$ cat config.mk
export PLATFORM = sky130hd
export DESIGN_NAME = stb_srq_core
export DESIGN_NICKNAME = d
export VERILOG_FILES = /design/src/rtl/stb_pkg.sv /design/src/rtl/stb_enable_reg.sv /design/src/rtl/stb_cond_capture.sv /design/src/rtl/stb_srq_latch.sv /design/src/rtl/stb_srq_core.sv
export SDC_FILE = /design/constraint.sdc
export NUM_CORES = 1
export LEC_CHECK = 0
export CORE_MARGIN = 2
export CORE_UTILIZATION = 25
export DETAILED_ROUTE_END_ITERATION = 6
export GPL_TIMING_DRIVEN = 0
export HOLD_SLACK_MARGIN = 0.08
export PLACE_DENSITY_LB_ADDON = 0.05
export SYNTH_ARGS = -nofsm -noshare
export SYNTH_HDL_FRONTEND = slang
export SYNTH_HIERARCHICAL = 1
export SYNTH_SLANG_ARGS = --single-unit
$ cat constraint.sdc
create_clock -name clk -period 0.9 [get_ports clk]
set_input_delay 0.09 -clock clk [delete_from_list [all_inputs] [get_ports clk]]
set_output_delay 0.09 -clock clk [all_outputs]
set_load 0.1 [all_outputs]
$ cat src/rtl/stb_pkg.sv
package stb_pkg;

    localparam int STB_W   = 8;
    localparam int POS_MSS = 6;
    localparam int POS_ESB = 5;
    localparam int POS_MAV = 4;
    localparam int POS_FLT = 3;
    localparam int POS_PSF = 2;

    // Enable bits that can be stored: event summary, message-available, fault
    localparam logic [STB_W-1:0] ENA_KEEP =
        (STB_W'(1) << POS_ESB) | (STB_W'(1) << POS_MAV) | (STB_W'(1) << POS_FLT);

    typedef struct packed {
        logic esb;
        logic mav;
        logic flt;
        logic psf;
    } cond_t;

    // Place the condition flags at their bit weights; bit 6 is given separately
    function automatic logic [STB_W-1:0] pack_byte(input logic top6, input cond_t c);
        logic [STB_W-1:0] b;
        b          = '0;
        b[POS_MSS] = top6;
        b[POS_ESB] = c.esb;
        b[POS_MAV] = c.mav;
        b[POS_FLT] = c.flt;
        b[POS_PSF] = c.psf;
        return b;
    endfunction

endpackage

$ cat src/rtl/stb_enable_reg.sv
module stb_enable_reg
    import stb_pkg::*;
#(
    parameter logic [STB_W-1:0] KEEP = ENA_KEEP
) (
    input  logic             clk,
    input  logic             rst,
    input  logic             wr,
    input  logic [STB_W-1:0] wdata,
    output logic [STB_W-1:0] ena_q
);

    always_ff @(posedge clk) begin
        if (rst) begin
            ena_q <= '0;
        end else if (wr) begin
            ena_q <= wdata & KEEP;
        end
    end


    ena_write_chk: assert property (@(posedge clk) disable iff (rst)
        wr |=> ena_q == ($past(wdata) & KEEP));


    ena_hold_chk: assert property (@(posedge clk) disable iff (rst)
        !wr |=> $stable(ena_q));

endmodule

$ cat src/rtl/stb_cond_capture.sv
module stb_cond_capture
    import stb_pkg::*;
(
    input  logic             clk,
    input  logic             rst,
    input  cond_t            cond_in,
    input  logic [STB_W-1:0] ena,
    output cond_t            cond_q,
    output logic             mss_d,
    output logic             mss_q
);

    logic [STB_W-1:0] live_byte;

    always_comb begin
        live_byte = pack_byte(1'b0, cond_in);
        mss_d     = |(live_byte & ena & ENA_KEEP);
    end

    always_ff @(posedge clk) begin
        if (rst) begin
            cond_q <= '0;
            mss_q  <= 1'b0;
        end else begin
            cond_q <= cond_in;
            mss_q  <= mss_d;
        end
    end


    mav_follow_chk: assert property (@(posedge clk) disable iff (rst)
        cond_in.mav |=> cond_q.mav);


    mss_zero_chk: assert property (@(posedge clk) disable iff (rst)
        !(cond_in.esb && ena[POS_ESB]) && !(cond_in.mav && ena[POS_MAV])
        && !(cond_in.flt && ena[POS_FLT]) |=> !mss_q);


    mss_one_chk: assert property (@(posedge clk) disable iff (rst)
        (cond_in.flt && ena[POS_FLT]) |=> mss_q);

endmodule

$ cat src/rtl/stb_srq_latch.sv
module stb_srq_latch (
    input  logic clk,
    input  logic rst,
    input  logic mss_d,
    input  logic mss_q,
    input  logic poll_rd,
    output logic rqs_q
);

    logic rise;

    always_comb rise = mss_d & ~mss_q;

    always_ff @(posedge clk) begin
        if (rst) begin
            rqs_q <= 1'b0;
        end else if (rise) begin
            rqs_q <= 1'b1;
        end else if (poll_rd) begin
            rqs_q <= 1'b0;
        end
    end


    rqs_set_chk: assert property (@(posedge clk) disable iff (rst)
        $rose(mss_q) |-> rqs_q);


    rqs_hold_chk: assert property (@(posedge clk) disable iff (rst)
        rqs_q && !poll_rd |=> rqs_q);


    rqs_clear_chk: assert property (@(posedge clk) disable iff (rst)
        poll_rd && !(mss_d && !mss_q) |=> !rqs_q);


    poll_no_mss_chk: assert property (@(posedge clk) disable iff (rst)
        poll_rd && mss_q && mss_d |=> mss_q);

endmodule

$ cat src/rtl/stb_srq_core.sv
module stb_srq_core
    import stb_pkg::*;
(
    input  logic             clk,
    input  logic             rst,
    input  logic             outq_busy,
    input  logic             faultq_busy,
    input  logic             psu_fault,
    input  logic             event_sum,
    input  logic             ena_wr,
    input  logic [STB_W-1:0] ena_wdata,
    input  logic             poll_rd,
    output logic [STB_W-1:0] ena_rdata,
    output logic [STB_W-1:0] status_byte,
    output logic [STB_W-1:0] poll_byte,
    output logic             srq
);

    cond_t            cond_in;
    cond_t            cond_q;
    logic [STB_W-1:0] ena_q;
    logic             mss_d;
    logic             mss_q;
    logic             rqs_q;

    always_comb begin
        cond_in.esb = event_sum;
        cond_in.mav = outq_busy;
        cond_in.flt = faultq_busy;
        cond_in.psf = psu_fault;
    end

    stb_enable_reg #(.KEEP(ENA_KEEP)) u_ena (
        .clk   (clk),
        .rst   (rst),
        .wr    (ena_wr),
        .wdata (ena_wdata),
        .ena_q (ena_q)
    );

    stb_cond_capture u_cond (
        .clk     (clk),
        .rst     (rst),
        .cond_in (cond_in),
        .ena     (ena_q),
        .cond_q  (cond_q),
        .mss_d   (mss_d),
        .mss_q   (mss_q)
    );

    stb_srq_latch u_srq (
        .clk     (clk),
        .rst     (rst),
        .mss_d   (mss_d),
        .mss_q   (mss_q),
        .poll_rd (poll_rd),
        .rqs_q   (rqs_q)
    );

    always_comb begin
        status_byte = pack_byte(mss_q, cond_q);
        poll_byte   = pack_byte(rqs_q, cond_q);
        ena_rdata   = ena_q;
        srq         = rqs_q;
    end


    spare_zero_chk: assert property (@(posedge clk) disable iff (rst)
        status_byte[7] == 1'b0 && status_byte[1:0] == 2'b00
        && poll_byte[7] == 1'b0 && poll_byte[1:0] == 2'b00);


    views_match_chk: assert property (@(posedge clk) disable iff (rst)
        (status_byte ^ poll_byte) == ({7'd0, mss_q ^ srq} << POS_MSS));


    reset_clear_chk: assert property (@(posedge clk)
        $past(rst) && rst |-> status_byte == 8'd0 && poll_byte == 8'd0
        && ena_rdata == 8'd0 && !srq);

endmodule

==> impl_metrics.csv <==
group,metric,value,unit
grt,grt_remaining_overflow,0,
grt,grt_antenna_before_repair,0,
critical_path,crit_slowest_cell,"a222oi_1",
timing,final-max-slew-violation-count,0,
cts,cts_hold_repair.buffers,0,
min_path,hold_path_class,"input port to register",
die,floorplan.initialDensity,27.3,%
synthesis,async_flop_share,0,%
grt,via_count_of_the_first_global_routing_pass,304,
cts,tritoncts_num_sinks,9,
synthesis,syn_avg_cell_area,9.55,sq um
synthesis,synth_commonest_cells,"buf_4, dfxtp_1, nor2_1, nor2b_1, mux2i_1",
timing,timing.final.crit_period,1.05,ns
detailed_routing,drc,0,
cts,tritoncts,"built",
critical_path,critical_path.cell_chain,"a222oi_1, inv_1, nand2b_1, a21oi_2",
min_path,holdPathEnd,"u_cond/cond_q[0]",
die,ioPinCount,41,
critical_path,critical_path.startpoint_type,"register",
placed_design,io_buffers,24,
timing,setup_repair_after_global_routing_missed_its_margin,"true",
die,fp-row-count,14,
critical_path,critical_path.max_fanout,2,
detailed_routing,postRouteWirelength,785,um
timing,postLayoutSetupSlackWorst,-0.147,ns
detailed_routing,first_iter_violations,6,
min_path,worst_hold_path.num_cells,2,
cts,path_clk_slew,0.06,ns
power,cellLeakagePower,0.441,nW
synthesis,synth-seq-cells,9,
power,p_per_area,1610,nW/um^2
run,timing.max_cap.violations,0,
detailed_routing,postRouteAntennaNets,0,
timing,final.period_utilization,116,%
detailed_routing,topRoutingLayerUsed,"met3",
cts,ctsHtreeMaxLevel,1,
synthesis,synth.most_common_cell,"buf_4",
critical_path,sort_of_element_at_the_end_of_the_critical_path,"register",
synthesis,synthFlopType,"dfxtp_1",
cts,cts.path.max_buffers,2,
die,floorplan.die.width,45.0,um
critical_path,data_arrival_critical_path,1.18,ns
critical_path,worstSetupPathType,"register to register",
critical_path,path_delay_family,"compound AO/OA/AOI/OAI gates",
synthesis,yosysUniqueCellTypes,10,
detailed_routing,detail_route.wl_per_cell,8.01,um
synthesis,ys.warnings.count,6,
synthesis,syn-instance-count,44,
critical_path,r2r-start,"u_ena/ena_q[3]",
min_path,launch_instance_of_the_worst_min_delay_path,"psu_fault",
timing,hold_violations,0,
detailed_routing,met3WireLength,46,um
critical_path,critical_path.reg2reg.endpoint,"u_srq/rqs_q",
detailed_routing,firstDrtPassIters,4,
critical_path,timing.reg2reg.worst_path_depth,4,
synthesis,synth_edf_count,0,
die,die_h,45.0,um
critical_path,critical_path.n_buffers_inverters,1,
cells_and_area,post_route_cells_drive_above_1_share,54.9,%
cells_and_area,post-route-util,61.1,%
placed_design,globalplace.congestion,0.575,
critical_path,flop2flop_setup_slack,-0.15,ns
grt,maximum_number_of_pins_on_one_net_before_global_route_repair,10,
detailed_routing,drt-met1-wl,266,um
power,ir_drop,0.826,mV
synthesis,synth_top_area_cell,"dfxtp_1",
grt,first_pass_grt_wire_length,1260,um
critical_path,worstPathRequired,1.03,ns
placed_design,dpl-instance-area,763,sq um
timing,achievable_frequency,955,MHz
cts,clock_tree_root_driver_cell,"clkbuf_4",
synthesis,synth_seq_area_share,42.9,%
outcome,status,"finished with violations",
detailed_routing,wire_length_on_met2,471,um
critical_path,slowest_delay,0.38,ns
synthesis,synth.top_cell.area_share,42.9,%
outcome,violated_checks,"setup timing",
cells_and_area,post-route-cell-area,942,sq um
cells_and_area,num-nets-final,99,
placed_design,dp_worst_setup_slack,-0.716,ns
timing,setup_violations_final,9,
cts,cts_buffers,3,
grt,globalRouteTotalUtil,9.09,%
timing,final.setup_skew,0.000528,ns
synthesis,synthesis.area,420,sq um
detailed_routing,route.detailed.vias_per_inst,3.54,
detailed_routing,via_count,347,
die,core_area,1540,sq um
cells_and_area,number_of_antenna_diodes,0,
die,design.die.area,2030,sq um
synthesis,top_area_cells_in_the_synthesized_netlist,"dfxtp_1, buf_4, mux2i_1, nor2b_1, nor2_1",
cts,insertion_delay,0.25,ns
cells_and_area,area_growth,124,%
cells by family after synthesis:
family / after synthesis / synth area share, %
buffers and inverters: 18 / 31.2
and+or+nand+nor: 10 / 12.5
other: 2 / 1.79
muxes: 3 / 7.14
AOI/OAI and AO/OA: 2 / 4.46
DFF: 9 / 42.9
layout make-up:
type	instances	area, sq um
timing repair buffer	25	388
sequential	9	211
multi-input combinational	26	143
buffer	17	150
inverter	1	3.75
fill	135	599
clock buffer	4	26.3
tap	16	20.0
placed cells by master (no fill, tap or decap):
master / instances
buf_12: 14
buf_4: 12
conb_1: 11
clkdlybuf4s50_1: 10
dfxtp_4: 8
buf_6: 6
nor2b_1: 4
nor2_1: 4
clkbuf_4: 3
mux2i_1: 3
nand2b_1: 2
clkbuf_1: 1
a222oi_1: 1
inv_1: 1
dfxtp_2: 1
a21oi_2: 1
report_power, final:
group / total (mW) / internal, mW / switching (mW)
Sequential: 0.441 / 0.415 / 0.0260
Combinational: 0.784 / 0.258 / 0.525
Clock: 0.296 / 0.170 / 0.126
per-layer routing:
metal / GRT usage [%] / up-vias
met5: 0 / -
met4: 8.82 / 0
met3: 2.40 / 0
met2: 14.9 / 18
met1: 9.14 / 145
li1: - / 184
flip-flops by register name (all words and copies together) (netlist names):
register,flops
u_ena/ena_q,3
u_cond/cond_q,4
u_cond/mss_q,1
u_srq/rqs_q,1
stage by stage:
stage	TNS, ns	cells	hold slack (ns)	power [mW]
2_1_floorplan	-0.373	53	0.143	1.00
3_3_place_gp	-10.65	93	0.495	1.12
3_5_place_dp	-10.66	93	0.495	1.13
4_1_cts	-0.702	97	0.381	1.53
5_1_grt	-1.05	98	0.418	1.58
6_report	-0.550	98	0.388	1.52
worst max path at each step:
| stage | depth (start not counted) | start | to |
|---|---|---|---|
| floorplan | 4 | u_ena/ena_q[3] | u_srq/rqs_q |
| global placement | 2 | u_srq/rqs_q | poll_byte[6] |
| detailed placement | 2 | u_srq/rqs_q | poll_byte[6] |
| CTS | 4 | u_ena/ena_q[3] | u_srq/rqs_q |
| global route | 4 | u_ena/ena_q[3] | u_srq/rqs_q |
| finish | 4 | u_ena/ena_q[3] | u_srq/rqs_q |
repair_timing:
item,4_1_cts,5_1_grt
pin swaps,1,1
endpoints found under the setup margin,16,14
gates resized for setup,125,3
buffers inserted,0,1
(Power assumes the default switching activity.)
